<file path="src/rtl/sram_ctl_pkg.sv">
`timescale 1ns/1ps
package sram_ctl_pkg;

  typedef enum logic [2:0] {
    ST_IDLE,
    ST_SETUP,
    ST_STROBE,
    ST_WHOLD,
    ST_TURN
  } seq_state_t;

  // whole clock cycles needed to cover a nanosecond minimum
  function automatic int ns_to_cyc(input int ns, input int clk_ns);
    return (ns + clk_ns - 1) / clk_ns;
  endfunction

  function automatic int at_least(input int v, input int floor_v);
    return (v < floor_v) ? floor_v : v;
  endfunction

endpackage

</file>
<file path="src/rtl/sram_ctl_timer.sv">
`timescale 1ns/1ps
module sram_ctl_timer #(
  parameter int CNT_W = 5
) (
  input  logic             clk,
  input  logic             rst,
  input  logic             load,
  input  logic [CNT_W-1:0] load_val,
  output logic             expired
);

  logic [CNT_W-1:0] cnt;

  always_ff @(posedge clk) begin
    if (rst) begin
      cnt <= '0;
    end else if (load) begin
      cnt <= load_val;
    end else if (cnt != '0) begin
      cnt <= cnt - 1'b1;
    end
  end

  assign expired = (cnt == '0);

endmodule

</file>
<file path="src/rtl/sram_ctl_lanes.sv">
`timescale 1ns/1ps
module sram_ctl_lanes #(
  parameter int LANE_W = 8,
  parameter int LANES  = 2,
  localparam int DATA_W = LANE_W * LANES
) (
  input  logic              byte_mode,
  input  logic [LANES-1:0]  be,
  input  logic [DATA_W-1:0] wdata,
  output logic [LANES-1:0]  lane_n,
  output logic [DATA_W-1:0] wbus,
  output logic [DATA_W-1:0] rmask
);

  for (genvar g = 0; g < LANES; g++) begin : g_lane
    if (g == 0) begin : g_low
      // lane 0 carries the byte in byte organization
      assign lane_n[g] = byte_mode ? 1'b0 : ~be[g];
      assign wbus[g*LANE_W +: LANE_W]  = wdata[g*LANE_W +: LANE_W];
      assign rmask[g*LANE_W +: LANE_W] = {LANE_W{byte_mode | be[g]}};
    end else begin : g_high
      assign lane_n[g] = byte_mode ? 1'b1 : ~be[g];
      assign wbus[g*LANE_W +: LANE_W]  = byte_mode ? '0 : wdata[g*LANE_W +: LANE_W];
      assign rmask[g*LANE_W +: LANE_W] = {LANE_W{~byte_mode & be[g]}};
    end
  end

endmodule

</file>
<file path="src/rtl/sram_ctl_seq.sv">
`timescale 1ns/1ps
module sram_ctl_seq
  import sram_ctl_pkg::*;
#(
  parameter int ADDR_W    = 17,
  parameter int DATA_W    = 16,
  parameter int LANES     = 2,
  parameter int CNT_W     = 5,
  parameter int SETUP_CYC = 1,
  parameter int WR_CYC    = 9,
  parameter int HOLD_CYC  = 8,
  parameter int ACC_CYC   = 17,
  parameter int TURN_CYC  = 8
) (
  input  logic              clk,
  input  logic              rst,
  input  logic              req_valid,
  output logic              req_ready,
  input  logic              req_write,
  input  logic [ADDR_W:0]   req_addr,
  input  logic              req_byte_mode,
  input  logic [LANES-1:0]  lane_n_in,
  input  logic [DATA_W-1:0] wbus_in,
  input  logic [DATA_W-1:0] rmask_in,
  input  logic              tmr_expired,
  output logic              tmr_load,
  output logic [CNT_W-1:0]  tmr_val,
  output logic              rsp_valid,
  output logic [DATA_W-1:0] rsp_rdata,
  output logic [ADDR_W-1:0] sram_addr,
  output logic              sram_addr_lsb,
  output logic              sram_wide,
  output logic              sram_sel_n,
  output logic              sram_sel,
  output logic              sram_rd_n,
  output logic              sram_wr_n,
  output logic [LANES-1:0]  sram_lane_n,
  output logic [DATA_W-1:0] sram_dq_out,
  output logic              sram_dq_oe,
  input  logic [DATA_W-1:0] sram_dq_in
);

  localparam logic [CNT_W-1:0] LD_SETUP = CNT_W'(SETUP_CYC - 1);
  localparam logic [CNT_W-1:0] LD_WR    = CNT_W'(WR_CYC - 1);
  localparam logic [CNT_W-1:0] LD_HOLD  = CNT_W'(HOLD_CYC - 1);
  localparam logic [CNT_W-1:0] LD_ACC   = CNT_W'(ACC_CYC - 1);
  localparam logic [CNT_W-1:0] LD_TURN  = CNT_W'(TURN_CYC - 1);

  seq_state_t        state;
  logic              write_q;
  logic [DATA_W-1:0] mask_q;

  assign req_ready = (state == ST_IDLE);

  // window length for the state about to be entered
  always_comb begin
    tmr_load = 1'b0;
    tmr_val  = '0;
    case (state)
      ST_IDLE: begin
        if (req_valid) begin
          tmr_load = 1'b1;
          tmr_val  = LD_SETUP;
        end
      end
      ST_SETUP: begin
        if (tmr_expired) begin
          tmr_load = 1'b1;
          tmr_val  = write_q ? LD_WR : LD_ACC;
        end
      end
      ST_STROBE: begin
        if (tmr_expired) begin
          tmr_load = 1'b1;
          tmr_val  = write_q ? LD_HOLD : LD_TURN;
        end
      end
      default: begin
        tmr_load = 1'b0;
        tmr_val  = '0;
      end
    endcase
  end

  always_ff @(posedge clk) begin
    if (rst) begin
      state         <= ST_IDLE;
      write_q       <= 1'b0;
      mask_q        <= '0;
      rsp_valid     <= 1'b0;
      rsp_rdata     <= '0;
      sram_addr     <= '0;
      sram_addr_lsb <= 1'b0;
      sram_wide     <= 1'b1;
      sram_sel_n    <= 1'b1;
      sram_sel      <= 1'b0;
      sram_rd_n     <= 1'b1;
      sram_wr_n     <= 1'b1;
      sram_lane_n   <= '1;
      sram_dq_out   <= '0;
      sram_dq_oe    <= 1'b0;
    end else begin
      rsp_valid <= 1'b0;
      case (state)
        ST_IDLE: begin
          if (req_valid) begin
            write_q <= req_write;
            mask_q  <= rmask_in;
            if (req_byte_mode) begin
              sram_addr     <= req_addr[ADDR_W:1];
              sram_addr_lsb <= req_addr[0];
            end else begin
              sram_addr     <= req_addr[ADDR_W-1:0];
              sram_addr_lsb <= 1'b0;
            end
            sram_wide   <= ~req_byte_mode;
            sram_lane_n <= lane_n_in;
            sram_dq_out <= wbus_in;
            sram_sel_n  <= 1'b0;
            sram_sel    <= 1'b1;
            state       <= ST_SETUP;
          end
        end
        ST_SETUP: begin
          if (tmr_expired) begin
            if (write_q) begin
              sram_wr_n  <= 1'b0;
              sram_dq_oe <= 1'b1;
            end else begin
              sram_rd_n <= 1'b0;
            end
            state <= ST_STROBE;
          end
        end
        ST_STROBE: begin
          if (tmr_expired) begin
            if (write_q) begin
              sram_wr_n <= 1'b1;
              state     <= ST_WHOLD;
            end else begin
              sram_rd_n  <= 1'b1;
              sram_sel_n <= 1'b1;
              sram_sel   <= 1'b0;
              rsp_rdata  <= sram_dq_in & mask_q;
              rsp_valid  <= 1'b1;
              state      <= ST_TURN;
            end
          end
        end
        ST_WHOLD: begin
          if (tmr_expired) begin
            sram_dq_oe <= 1'b0;
            sram_sel_n <= 1'b1;
            sram_sel   <= 1'b0;
            rsp_valid  <= 1'b1;
            state      <= ST_IDLE;
          end
        end
        ST_TURN: begin
          if (tmr_expired) begin
            state <= ST_IDLE;
          end
        end
        default: state <= ST_IDLE;
      endcase
    end
  end

endmodule

</file>
<file path="src/rtl/sram_ctl.sv">
`timescale 1ns/1ps
module sram_ctl
  import sram_ctl_pkg::*;
#(
  parameter int ADDR_W   = 17,
  parameter int LANE_W   = 8,
  parameter int CLK_NS   = 4,
  parameter int T_AS_NS  = 0,
  parameter int T_WP_NS  = 35,
  parameter int T_DW_NS  = 30,
  parameter int T_WC_NS  = 70,
  parameter int T_AA_NS  = 70,
  parameter int T_OE_NS  = 35,
  parameter int T_OHZ_NS = 30,
  localparam int LANES   = 2,
  localparam int DATA_W  = LANE_W * LANES
) (
  input  logic              clk,
  input  logic              rst,
  input  logic              req_valid,
  output logic              req_ready,
  input  logic              req_write,
  input  logic [ADDR_W:0]   req_addr,
  input  logic [DATA_W-1:0] req_wdata,
  input  logic [LANES-1:0]  req_be,
  input  logic              req_byte_mode,
  output logic              rsp_valid,
  output logic [DATA_W-1:0] rsp_rdata,
  output logic [ADDR_W-1:0] sram_addr,
  output logic              sram_addr_lsb,
  output logic              sram_wide,
  output logic              sram_sel_n,
  output logic              sram_sel,
  output logic              sram_rd_n,
  output logic              sram_wr_n,
  output logic [LANES-1:0]  sram_lane_n,
  output logic [DATA_W-1:0] sram_dq_out,
  output logic              sram_dq_oe,
  input  logic [DATA_W-1:0] sram_dq_in
);

  localparam int SETUP_CYC = at_least(ns_to_cyc(T_AS_NS, CLK_NS), 1);
  localparam int WR_CYC    = at_least(at_least(ns_to_cyc(T_WP_NS, CLK_NS),
                                               ns_to_cyc(T_DW_NS, CLK_NS)), 1);
  localparam int HOLD_CYC  = at_least(ns_to_cyc(T_WC_NS, CLK_NS) - SETUP_CYC - WR_CYC, 1);
  localparam int ACC_CYC   = at_least(at_least(ns_to_cyc(T_AA_NS, CLK_NS) - SETUP_CYC,
                                               ns_to_cyc(T_OE_NS, CLK_NS)), 1);
  localparam int TURN_CYC  = at_least(ns_to_cyc(T_OHZ_NS, CLK_NS), 1);
  localparam int MAX_CYC   = at_least(at_least(at_least(SETUP_CYC, WR_CYC),
                                               at_least(HOLD_CYC, ACC_CYC)), TURN_CYC);
  localparam int CNT_W     = at_least($clog2(MAX_CYC + 1), 1);

  logic [LANES-1:0]  lane_n;
  logic [DATA_W-1:0] wbus;
  logic [DATA_W-1:0] rmask;
  logic              tmr_load;
  logic [CNT_W-1:0]  tmr_val;
  logic              tmr_expired;

  sram_ctl_lanes #(
    .LANE_W (LANE_W),
    .LANES  (LANES)
  ) u_lanes (
    .byte_mode (req_byte_mode),
    .be        (req_be),
    .wdata     (req_wdata),
    .lane_n    (lane_n),
    .wbus      (wbus),
    .rmask     (rmask)
  );

  sram_ctl_timer #(
    .CNT_W (CNT_W)
  ) u_timer (
    .clk      (clk),
    .rst      (rst),
    .load     (tmr_load),
    .load_val (tmr_val),
    .expired  (tmr_expired)
  );

  sram_ctl_seq #(
    .ADDR_W    (ADDR_W),
    .DATA_W    (DATA_W),
    .LANES     (LANES),
    .CNT_W     (CNT_W),
    .SETUP_CYC (SETUP_CYC),
    .WR_CYC    (WR_CYC),
    .HOLD_CYC  (HOLD_CYC),
    .ACC_CYC   (ACC_CYC),
    .TURN_CYC  (TURN_CYC)
  ) u_seq (
    .clk           (clk),
    .rst           (rst),
    .req_valid     (req_valid),
    .req_ready     (req_ready),
    .req_write     (req_write),
    .req_addr      (req_addr),
    .req_byte_mode (req_byte_mode),
    .lane_n_in     (lane_n),
    .wbus_in       (wbus),
    .rmask_in      (rmask),
    .tmr_expired   (tmr_expired),
    .tmr_load      (tmr_load),
    .tmr_val       (tmr_val),
    .rsp_valid     (rsp_valid),
    .rsp_rdata     (rsp_rdata),
    .sram_addr     (sram_addr),
    .sram_addr_lsb (sram_addr_lsb),
    .sram_wide     (sram_wide),
    .sram_sel_n    (sram_sel_n),
    .sram_sel      (sram_sel),
    .sram_rd_n     (sram_rd_n),
    .sram_wr_n     (sram_wr_n),
    .sram_lane_n   (sram_lane_n),
    .sram_dq_out   (sram_dq_out),
    .sram_dq_oe    (sram_dq_oe),
    .sram_dq_in    (sram_dq_in)
  );

endmodule

</file>
<file path="config.mk">
export PLATFORM = sky130hd
export DESIGN_NAME = sram_ctl
export DESIGN_NICKNAME = d
export VERILOG_FILES = /design/src/rtl/sram_ctl_pkg.sv /design/src/rtl/sram_ctl_timer.sv /design/src/rtl/sram_ctl_lanes.sv /design/src/rtl/sram_ctl_seq.sv /design/src/rtl/sram_ctl.sv
export SDC_FILE = /design/constraint.sdc
export NUM_CORES = 1
export LEC_CHECK = 0
export BUFFER_PORTS_ARGS = -buffer_cell sky130_fd_sc_hd__buf_2
export CAP_MARGIN = 20
export CORE_MARGIN = 2
export CORE_UTILIZATION = 48
export CTS_CLUSTER_DIAMETER = 150
export CTS_CLUSTER_SIZE = 12
export DETAILED_ROUTE_END_ITERATION = 7
export GPL_TIMING_DRIVEN = 0
export HOLD_SLACK_MARGIN = 0.06
export PLACE_DENSITY = 0.82
export SLEW_MARGIN = 40
export SYNTH_ARGS = -nofsm -noshare
export SYNTH_HDL_FRONTEND = slang
export SYNTH_SLANG_ARGS = --single-unit
</file>
<file path="constraint.sdc">
create_clock -name clk -period 2.1 [get_ports clk]
set_input_delay 0 -clock clk [delete_from_list [all_inputs] [get_ports clk]]
set_output_delay 0 -clock clk [all_outputs]
set_load 0.01 [all_outputs]
</file>
==> results.py, run 1 <==
metrics = {
    "final_layout": {
        "areaGrowthSynthToFinish_pct": 48.4,
        "drive_gt1_frac": 0.305,
        "layout_commonest_cell": "buf_2",
        "final_cell_mix": "buf_2, dfxtp_1, dlygate4sd3_1",
        "antenna_cells": 0,
        "fin_util": 0.749,
        "final_nets": 570,
        "layoutNonFillerInstCount": 590,
    },
    "yosys": {
        "syn_inst": 326,
        "synth_fp_nets": 384,
        "avgSynthCellArea_um2": 9.27,
        "ys_ff_latch": 70,
        "yosysWarnings": 0,
        "synth_cell_types": 45,
        "synth_seq_area_share": 0.464,
        "syn_area_mm2": 0.00302,
        "async_flop_share": 0,
        "synth_ff_type": "dfxtp_1",
        "synth-edff-count": 0,
    },
    "critical_path": {
        "cp.required_ps": 2330,
        "critPathKind": "register to register",
        "crit_path_start": "u_timer.cnt[0]$_SDFFE_PP0P_",
        "cp_slowest_cell": "nor4b_4",
        "crit_family": "simple AND/OR/NAND/NOR gates",
        "regToRegStartpoint": "u_timer.cnt[0]$_SDFFE_PP0P_",
        "path_max_fanout": 10,
        "end_kind": "register",
        "cp.buffers_inverters": 2,
        "cp_cell_sequence": "inv_1 -> ha_1 -> nor4b_4 -> buf_2 -> nand2_1 -> o41ai_2",
        "crit_arrival_ps": 2120,
        "critPathLaunchType": "register",
        "max_stage_delay_ps": 390,
    },
    "grt": {
        "antenna_found_initial": 0,
        "grt_max_degree": 11,
        "grt_pass1_wl_mm": 16.8,
        "grt-ovfl-total": 0,
        "grt_use_total": 0.302,
        "grt_pass1_vias": 3483,
    },
    "min_path": {
        "hp-class": "input pin to register",
        "hp-start": "req_byte_mode",
    },
    "place": {
        "numPortBuffers": 114,
        "gp_congestion": 0.811,
        "placed_cells": 515,
        "dp_hpwl_mm": 5.83,
    },
    "die": {
        "fp.dieH_um": 83.3,
        "boundaryPins": 117,
        "die_area_mm2": 0.00695,
        "coreArea_mm2": 0.00599,
        "rows": 28,
        "die_x_um": 83.3,
        "initial_core_util": 0.504,
    },
    "sta": {
        "setup_viol": 0,
        "slew_headroom": 0.521,
        "post-route-period-util": 0.897,
        "period_minus_slack_ps": 1880,
        "slew_viol_final": 0,
        "tightest_slew_ps": 718,
        "fin_setup_tns_ps": 0,
        "max_freq_ghz": 0.531,
        "hold_viol": 0,
        "rsz0062_at_grt": "false",
        "fin_worst_skew_ps": 15.9,
    },
    "power_and_ir_drop": {
        "p_total_uw": 4920,
        "power.density_mw_per_mm2": 1100,
        "irDropWorstVdd_mv": 0.781,
        "power_leakage_uw": 0.00196,
    },
    "routing": {
        "route.met3.wl_um": 915,
        "drc": 0,
        "dr.pass1.iters": 6,
        "vias_per_cell": 5.69,
        "ant_nets": 0,
        "drt-total-wl_mm": 10.4,
        "num_vias": 3358,
        "wl_met1_mm": 3.97,
        "highest_layer": "met4",
        "wire_per_inst_um": 17.7,
        "drt-initial-drc-count": 304,
        "dr_wl_met2_mm": 5.25,
    },
    "clock_tree": {
        "root_buffer": "clkbuf_8",
        "htree_levels": 3,
        "cts_max_path_buffers": 2,
        "clk_pin_slew_ps": 80,
        "clock-sinks": 70,
        "cts_tree": "done",
        "cts_setup_buffers": 0,
        "cts_inserted_buffers": 9,
        "clkLatencyLatePin_ps": 350,
    },
    "job": {
        "drv_cap": 0,
    },
    "status": {
        "status": "completed",
    },
}
[through the flow]
stage / setup slack, ps / hold WS, ps / cell area [µm²]
6_report: 217 / 172 / 4490
3_5_place_dp: 260 / 246 / 3690
3_3_place_gp: 296 / 240 / 3690
5_1_grt: 75.2 / 184 / 4490
4_1_cts: 260 / 151 / 4490
2_1_floorplan: 456 / 136 / 3020
[state kept, by name, indices dropped and copies added, names as in the netlist, 2 cells and up]
register,cells
u_seq.sram_dq_out,16
u_seq.rsp_rdata,16
u_timer.cnt,5
u_seq.sram_addr,17
u_seq.mask_q,2
u_seq.sram_lane_n,2
u_seq.state,3
[metal layers]
metal,vias up,GRT usage
met3,37,0.0974
met5,-,0
met2,197,0.534
met4,0,0.131
li1,1560,-
met1,1564,0.328
[cell families (layout without fill, tap and decap cells)]
family | after synthesis | after routing | synth area share
simple gates | 107 | 107 | 0.205
compound gates | 92 | 92 | 0.198
flops | 70 | 70 | 0.464
buf+inv | 37 | 226 | 0.0675
mux | 17 | 17 | 0.0563
xor+xnor | 2 | 2 | 0.00580
fa+ha+maj | 1 | 1 | 0.00414
[cells in the mapped netlist, types with 2 or more instances]
master,count,area [µm²]
nand3_1,5,25.0
o21ai_1,16,80.1
a211oi_1,17,128
or4_1,2,15.0
nand2b_1,4,25.0
or4b_4,2,27.5
o221a_2,2,22.5
mux2i_1,17,170
o211ai_1,2,15.0
buf_6,6,67.6
nor2_1,23,86.3
a21oi_1,39,195
nand4_1,17,106
inv_1,4,15.0
dfxtp_1,70,1400
a21o_1,3,22.5
nand2_1,31,116
buf_4,2,15.0
nor4_1,2,12.5
nor3_1,2,10.0
buf_2,10,50.1
o21ai_0,2,10.0
or4b_1,2,20.0
clkbuf_1,15,56.3
nand3b_1,10,75.1
nor4b_4,2,47.6
[path summary, 6_finish.rpt]
kind | to | slack (ps) | cells after the start
max | u_timer.cnt[3]$_SDFFE_PP0P_ | 220 | 6
min | u_seq.sram_addr[0]$_SDFFE_PP0P_ | 170 | 3
max reg2reg | u_timer.cnt[3]$_SDFFE_PP0P_ | 220 | 6
min reg2reg | u_seq.sram_dq_out[11]$_SDFFE_PP0P_ | 450 | 2
[power breakdown]
group          switching [µW]  internal (µW)  total (µW)
clock network             483            602        1080
registers                 181           1580        1760
logic                    1240            839        2080
total                    1900           3020        4920
[worst register-to-register path, stage by stage, from the launching register on]
cell and delay, ps:
dfxtp_1 330, inv_1 100, ha_1 240, nor4b_4 390, buf_2 310, nand2_1 120, o41ai_2 300
[what timing repair did]
| action | 4_1_cts | 5_1_grt |
|---|---|---|
| hold buffers | 61 | 0 |
| resized for setup | 0 | 0 |
| endpoints found under the hold margin | 55 | 0 |
[cell type report]
type                       instances  area [µm²]
fill                             403        1510
clock inverter                     1        30.0
timing repair buffer             175        1180
inverter                           4        15.0
buffer                            33         189
clock buffer                      13         159
sequential                        70        1400
tap                               75        93.8
multi-input combinational        219        1420
Note: power is estimated with default switching activity, not from simulation.
==> inputs of run 2 (changes only) <==
Settings changed: CORE_ASPECT_RATIO from default to 2, SKIP_LAST_GASP from default to 1.
==> run 2 against run 1 <==
Net effect: fmax increased by 0.96%; clock-buffer cell count fell by 4; core utilization is 1.6 points higher; global-route usage increased by 1.0 points; non-clock buffer count fell by 2; critical path depth stayed put; die area grew 0.56%; combinational power hardly changed; register-to-register slack improved by 20 ps; wire length rose by 0.68%; largest power group unchanged.
==> results.py, run 2 (same netlist as run 1, synthesis figures left out) <==
metrics = {
    "routing": {
        "drc": 0,
        "wire_per_inst_um": 17.5,
        "ant_nets": 0,
        "num_vias": 3296,
        "drt-total-wl_mm": 10.5,
        "vias_per_cell": 5.49,
        "drt-initial-drc-count": 181,
        "dr.pass1.iters": 4,
    },
    "critical_path": {
        "critPathLaunchType": "register",
        "worst-path-stages": 6,
        "cp_slowest_cell": "nor4b_4",
        "cp_cell_sequence": "inv_1 -> ha_1 -> nor4b_4 -> buf_2 -> nand2_1 -> o221a_2",
        "r2r_end": "u_seq.sram_dq_oe$_SDFFE_PP0P_",
        "cp.buffers_inverters": 2,
        "rrSetupSlack_ps": 230,
        "cp.required_ps": 2320,
        "critPathKind": "register to register",
        "crit_arrival_ps": 2090,
        "path_max_fanout": 10,
        "endpoint": "u_seq.sram_dq_oe$_SDFFE_PP0P_",
        "crit_path_start": "u_timer.cnt[0]$_SDFFE_PP0P_",
        "crit_family": "simple AND/OR/NAND/NOR gates",
        "end_kind": "register",
        "r2r_cells": 6,
        "regToRegStartpoint": "u_timer.cnt[0]$_SDFFE_PP0P_",
        "max_stage_delay_ps": 400,
    },
    "place": {
        "gp_congestion": 0.865,
        "place_area_mm2": 0.00370,
        "numPortBuffers": 114,
        "dp_hpwl_mm": 6.40,
        "placed_cells": 524,
    },
    "status": {
        "status": "completed",
    },
    "sta": {
        "tightest_slew_ps": 672,
        "slew_viol_final": 0,
        "post-route-period-util": 0.888,
        "fin_setup_tns_ps": 0,
        "hold_viol": 0,
        "slew_headroom": 0.552,
        "rsz0062_at_grt": "false",
        "period_minus_slack_ps": 1870,
        "fin_worst_skew_ps": 3.18,
        "setup_viol": 0,
        "max_freq_ghz": 0.536,
    },
    "clock_tree": {
        "cts_inserted_buffers": 9,
        "cts_setup_buffers": 0,
        "htree_levels": 3,
        "holdBufCountCts": 59,
        "postCtsResizedCells": 0,
        "root_buffer": "clkbuf_16",
        "clkLatencyLatePin_ps": 330,
        "clock-sinks": 70,
        "clk_pin_slew_ps": 60,
        "cts_max_path_buffers": 2,
        "cts_tree": "done",
    },
    "grt": {
        "antenna_found_initial": 0,
        "grt-ovfl-total": 0,
        "grt_pass1_wl_mm": 16.0,
        "grt_use_total": 0.312,
        "grt_pass1_vias": 3441,
        "grt_max_degree": 13,
    },
    "final_layout": {
        "final_nets": 568,
        "final_cell_mix": "buf_2, dfxtp_1, dlygate4sd3_1",
        "nFillCells": 395,
        "drive_gt1_frac": 0.313,
        "layout_commonest_cell": "buf_2",
        "stdcell_area_mm2": 0.00463,
        "multiInputGateArea_mm2": 0.00142,
        "reg_top3": "u_seq.sram_addr x17, u_seq.rsp_rdata x16, u_seq.sram_dq_out x16",
        "top_register": "u_seq.sram_addr",
        "largest_reg_flops": 17,
        "register_area_mm2": 0.00140,
        "areaGrowthSynthToFinish_pct": 53.2,
        "layoutNonFillerInstCount": 600,
    },
    "die": {
        "initial_core_util": 0.499,
        "boundaryPins": 117,
        "coreArea_mm2": 0.00606,
        "die_area_mm2": 0.00698,
        "fp.dieH_um": 116,
        "die_x_um": 60.1,
        "rows": 40,
    },
    "power_and_ir_drop": {
        "power_switching_uw": 1960,
        "power_leakage_uw": 0.00202,
        "combPwrFrac": 0.373,
        "irDropWorstVdd_mv": 0.908,
        "power.density_mw_per_mm2": 1190,
        "p_seq_frac": 0.317,
        "p_int_uw": 3560,
        "p_clk_frac": 0.309,
        "swShare": 0.355,
    },
    "job": {
        "drv_cap": 0,
    },
    "min_path": {
        "hp-class": "input pin to register",
    },
}
-- run 2: stage by stage --
| stage | hold slack (ps) | total power [µW] | utilization | setup slack [ps] |
|---|---|---|---|---|
| after floorplan | 136 | 3070 | - | 456 |
| after global placement | 243 | 3620 | 0.611 | 255 |
| after detailed placement | 248 | 3670 | 0.611 | 266 |
| after CTS | 182 | 5470 | 0.764 | 238 |
| after global routing | 207 | 5790 | 0.764 | 99.5 |
| final | 190 | 5530 | 0.764 | 235 |
-- run 2: worst min path at each step --
stage	from	endpoint	slack [ps]	cells after the start
5_1_grt	req_byte_mode	u_seq.mask_q[7]$_SDFFE_PP0P_	210	3
4_1_cts	req_byte_mode	u_seq.sram_addr[2]$_SDFFE_PP0P_	180	3
2_1_floorplan	req_wdata[0]	u_seq.sram_dq_out[0]$_SDFFE_PP0P_	140	2
3_5_place_dp	req_wdata[6]	u_seq.sram_dq_out[6]$_SDFFE_PP0P_	250	3
3_3_place_gp	req_wdata[6]	u_seq.sram_dq_out[6]$_SDFFE_PP0P_	240	3
6_report	req_byte_mode	u_seq.sram_addr[2]$_SDFFE_PP0P_	190	3
-- run 2: cell type report --
class	instances	share of cell area
flip-flops and latches	70	0.303
clock buffers	9	0.0487
diodes	1	0.000541
inverters	4	0.00324
repair buffers	173	0.251
plain buffers	33	0.0408
clock inverters	7	0.0243
well taps	84	0.0227
multi-input cells	219	0.306
-- run 2: per-layer routing --
layer / track usage / share of wire / vias up
li1: - / - / 1555
met1: 0.269 / 0.33 / 1578
met2: 0.616 / 0.59 / 132
met3: 0.0786 / 0.046 / 31
met4: 0.151 / 0.034 / 0
met5: 0 / 0 / -
-- run 2: tightest hold or removal path, stage by stage --
cell and delay, ps:
buf_2 200, mux2i_1 180, a211oi_1 80
-- run 2: power groups by stage --
stage	combinational, µW	sequential [µW]	clock [µW]
after CTS	2000	1740	1730
after global placement	1860	1760	0
final	2060	1750	1710
after global routing	2230	1780	1780
after floorplan	1230	1840	0
after detailed placement	1900	1770	0
==> inputs of run 3 (changes only) <==
Settings changed: CORE_UTILIZATION 48 to 50, SYNTH_HIERARCHICAL from default to 1.
==> run 3 against run 2 <==
Net effect: critical path type is now input pin to register; die area rose by 15%; wire length rose by 7.5%; sequential power grew 18%; sequential share of layout area grew 1.2 points.
==> results.py, run 3 <==
metrics = {
    "yosys": {
        "yosysWarnings": 6,
        "avgSynthCellArea_um2": 8.52,
        "synth_ff_type": "dfxtp_1",
        "synth_top_area_cell": "dfxtp_1",
        "synth-edff-count": 0,
        "syn_inst": 430,
        "synth.top_cell.area_share": 0.459,
        "synth_cell_types": 41,
        "yosysMostFrequentCell": "dfxtp_1",
        "syn_area_mm2": 0.00366,
        "async_flop_share": 0,
        "synth_fp_nets": 488,
        "ys_ff_latch": 84,
        "synth_commonest_cells": "dfxtp_1, nand2_1, a21oi_1, buf_4",
        "yosys-top-cells-area": "dfxtp_1, nand2_1, a21oi_1",
        "synth_seq_area_share": 0.459,
    },
    "routing": {
        "drt-initial-drc-count": 317,
        "vias_per_cell": 5.46,
        "drc": 0,
        "wire_per_inst_um": 15.7,
        "dr.pass1.iters": 5,
        "num_vias": 3931,
        "drt-total-wl_mm": 11.3,
        "ant_nets": 0,
    },
    "clock_tree": {
        "cts_inserted_buffers": 9,
        "clk_pin_slew_ps": 60,
        "root_buffer": "clkbuf_16",
        "clock-sinks": 84,
        "htree_levels": 3,
        "clkLatencyLatePin_ps": 330,
        "cts_max_path_buffers": 2,
        "cts_tree": "done",
    },
    "final_layout": {
        "final_nets": 681,
        "final_cell_mix": "buf_2, dfxtp_1, nand2_1",
        "top_register": "u_seq/sram_addr",
        "layout_commonest_cell": "buf_2",
        "stdcell_area_mm2": 0.00535,
        "areaGrowthSynthToFinish_pct": 46.2,
        "antenna_cells": 0,
        "largest_reg_flops": 17,
        "drive_gt1_frac": 0.306,
    },
    "critical_path": {
        "end_kind": "register",
        "max_stage_delay_ps": 590,
        "r2r_cells": 10,
        "cp_slowest_cell": "dlygate4sd3_1",
        "path_common_cell": "buf_2",
        "path_max_fanout": 10,
        "regToRegStartpoint": "u_timer/cnt[0]$_SDFFE_PP0P_",
        "rrSetupSlack_ps": 70,
        "cp_cell_sequence": "dlygate4sd3_1 -> buf_2 -> buf_2 -> buf_2 -> mux2i_1 -> dlygate4sd3_1 -> a211oi_1",
        "r2r_end": "u_timer/cnt[1]$_SDFFE_PP0P_",
        "cp.required_ps": 2290,
        "critPathKind": "input pin to register",
        "crit_arrival_ps": 2250,
        "critPathLaunchType": "input pin",
    },
    "min_path": {
        "hp-class": "input pin to register",
        "whs_path_depth": 3,
        "worstHoldEndpoint": "u_seq/sram_addr[16]$_SDFFE_PP0P_",
        "hp-start": "req_addr[17]",
    },
    "sta": {
        "fin_worst_skew_ps": 6.93,
        "slew_viol_final": 0,
        "max_freq_ghz": 0.487,
        "period_minus_slack_ps": 2050,
        "hold_viol": 0,
        "post-route-period-util": 0.978,
        "setup_viol": 0,
        "fin_ws_ps": 47.2,
        "hold_ws_ps": 66.6,
        "rsz0062_at_grt": "true",
        "slew_headroom": 0.631,
        "tightest_slew_ps": 553,
    },
    "grt": {
        "grt_pass1_vias": 3810,
        "grt_max_degree": 14,
        "grt_use_total": 0.276,
        "antenna_found_initial": 0,
        "grt_pass1_wl_mm": 17.5,
        "grt-ovfl-total": 0,
    },
    "die": {
        "initial_core_util": 0.512,
        "rows": 44,
        "die_x_um": 64.5,
        "fp.dieH_um": 125,
        "coreArea_mm2": 0.00716,
        "die_area_mm2": 0.00807,
        "boundaryPins": 117,
    },
    "place": {
        "numPortBuffers": 108,
        "place_area_mm2": 0.00434,
        "dp_hpwl_mm": 6.71,
        "gp_congestion": 0.883,
        "dp_slack_ps": -248,
    },
    "power_and_ir_drop": {
        "power_leakage_uw": 0.00237,
        "irDropWorstVdd_mv": 0.674,
        "p_total_uw": 6080,
        "power.density_mw_per_mm2": 1140,
    },
    "job": {
        "drv_cap": 0,
    },
    "status": {
        "status": "completed",
    },
}
[run 3: changes by cell type after synthesis, sizes merged, moves of 3 or more]
cell,delta
dfxtp,+14
buf,+25
nand2,+49
inv,+5
a21oi,+14
nor2,-3
nor2b,+9
or4b,-3
nand3b,-9
[run 3: cell type report]
class                           count  area, µm²
Clock inverter                      4       25.0
Clock buffer                       12        246
Sequential cell                    84       1680
Timing Repair Buffer              182       1250
Tap cell                           92        115
Fill cell                         513       1800
Multi-Input combinational cell    279       1630
Inverter                            9       36.3
Buffer                             58        362
[run 3: per-stage QoR]
| step | util | cells | setup TNS [ps] |
|---|---|---|---|
| global route | 0.748 | 720 | -8.31 |
| floorplan | - | 430 | 0 |
| CTS | 0.735 | 711 | -3.65 |
| finish | 0.748 | 720 | 0 |
| detailed placement | 0.607 | 630 | -1980 |
| global placement | 0.607 | 630 | -1350 |
[run 3: worst max path at each step]
stage                                 from                               to  slack [ps]
6_report                     req_byte_mode  u_seq/sram_addr[2]$_SDFFE_PP0P_          50
3_5_place_dp   u_timer/cnt[1]$_SDFFE_PP0P_      u_timer/cnt[1]$_SDFFE_PP0P_        -250
4_1_cts        u_timer/cnt[1]$_SDFFE_PP0P_      u_timer/cnt[1]$_SDFFE_PP0P_          -4
2_1_floorplan  u_timer/cnt[1]$_SDFFE_PP0P_      u_timer/cnt[1]$_SDFFE_PP0P_           8
3_3_place_gp   u_timer/cnt[1]$_SDFFE_PP0P_      u_timer/cnt[1]$_SDFFE_PP0P_        -200
5_1_grt        u_timer/cnt[1]$_SDFFE_PP0P_      u_timer/cnt[1]$_SDFFE_PP0P_          -8
[run 3: critical path: cells and delay by family]
family | cells | cell delay, ps
buffers and inverters | 5 | 1920
AO/OA/AOI/OAI | 1 | 80
multiplexers | 1 | 240
[run 3: logic make-up (layout without fill, tap and decap cells)]
logic type,Yosys count,after routing,synth area share
AND/OR/NAND/NOR,155,155,0.215
AO/OA/AOI/OAI,105,105,0.169
flip-flops,84,84,0.459
buffers and inverters,67,265,0.105
multiplexers,17,17,0.0465
adder cells (fa/ha/maj),1,1,0.00342
XOR/XNOR,1,1,0.00239
[run 3: repair_timing]
item / CTS / global route
buffers inserted: 4 / 9
gates cloned: 0 / 0
endpoints found under the hold margin: 56 / 0
endpoints found under the setup margin: 15 / 11
hold buffers: 61 / 0
pin swaps: 1 / 3
resized for setup: 1 / 10
[run 3: per-layer routing]
metal / GRT usage / share of wire / up-vias
met3: 0.0773 / 0.072 / 30
li1: - / - / 1860
met4: 0.105 / 0.030 / 0
met1: 0.313 / 0.38 / 1841
met2: 0.482 / 0.52 / 200
met5: 0 / 0 / -
[run 3: power breakdown]
| part | leakage (µW) | switching (µW) | total [µW] | internal [µW] |
|---|---|---|---|---|
| sequential | 0.000688 | 175 | 2060 | 1880 |
| combinational | 0.00156 | 1390 | 2580 | 1190 |
| clock | 0.000129 | 614 | 1440 | 830 |
| total | 0.00237 | 2180 | 6080 | 3900 |
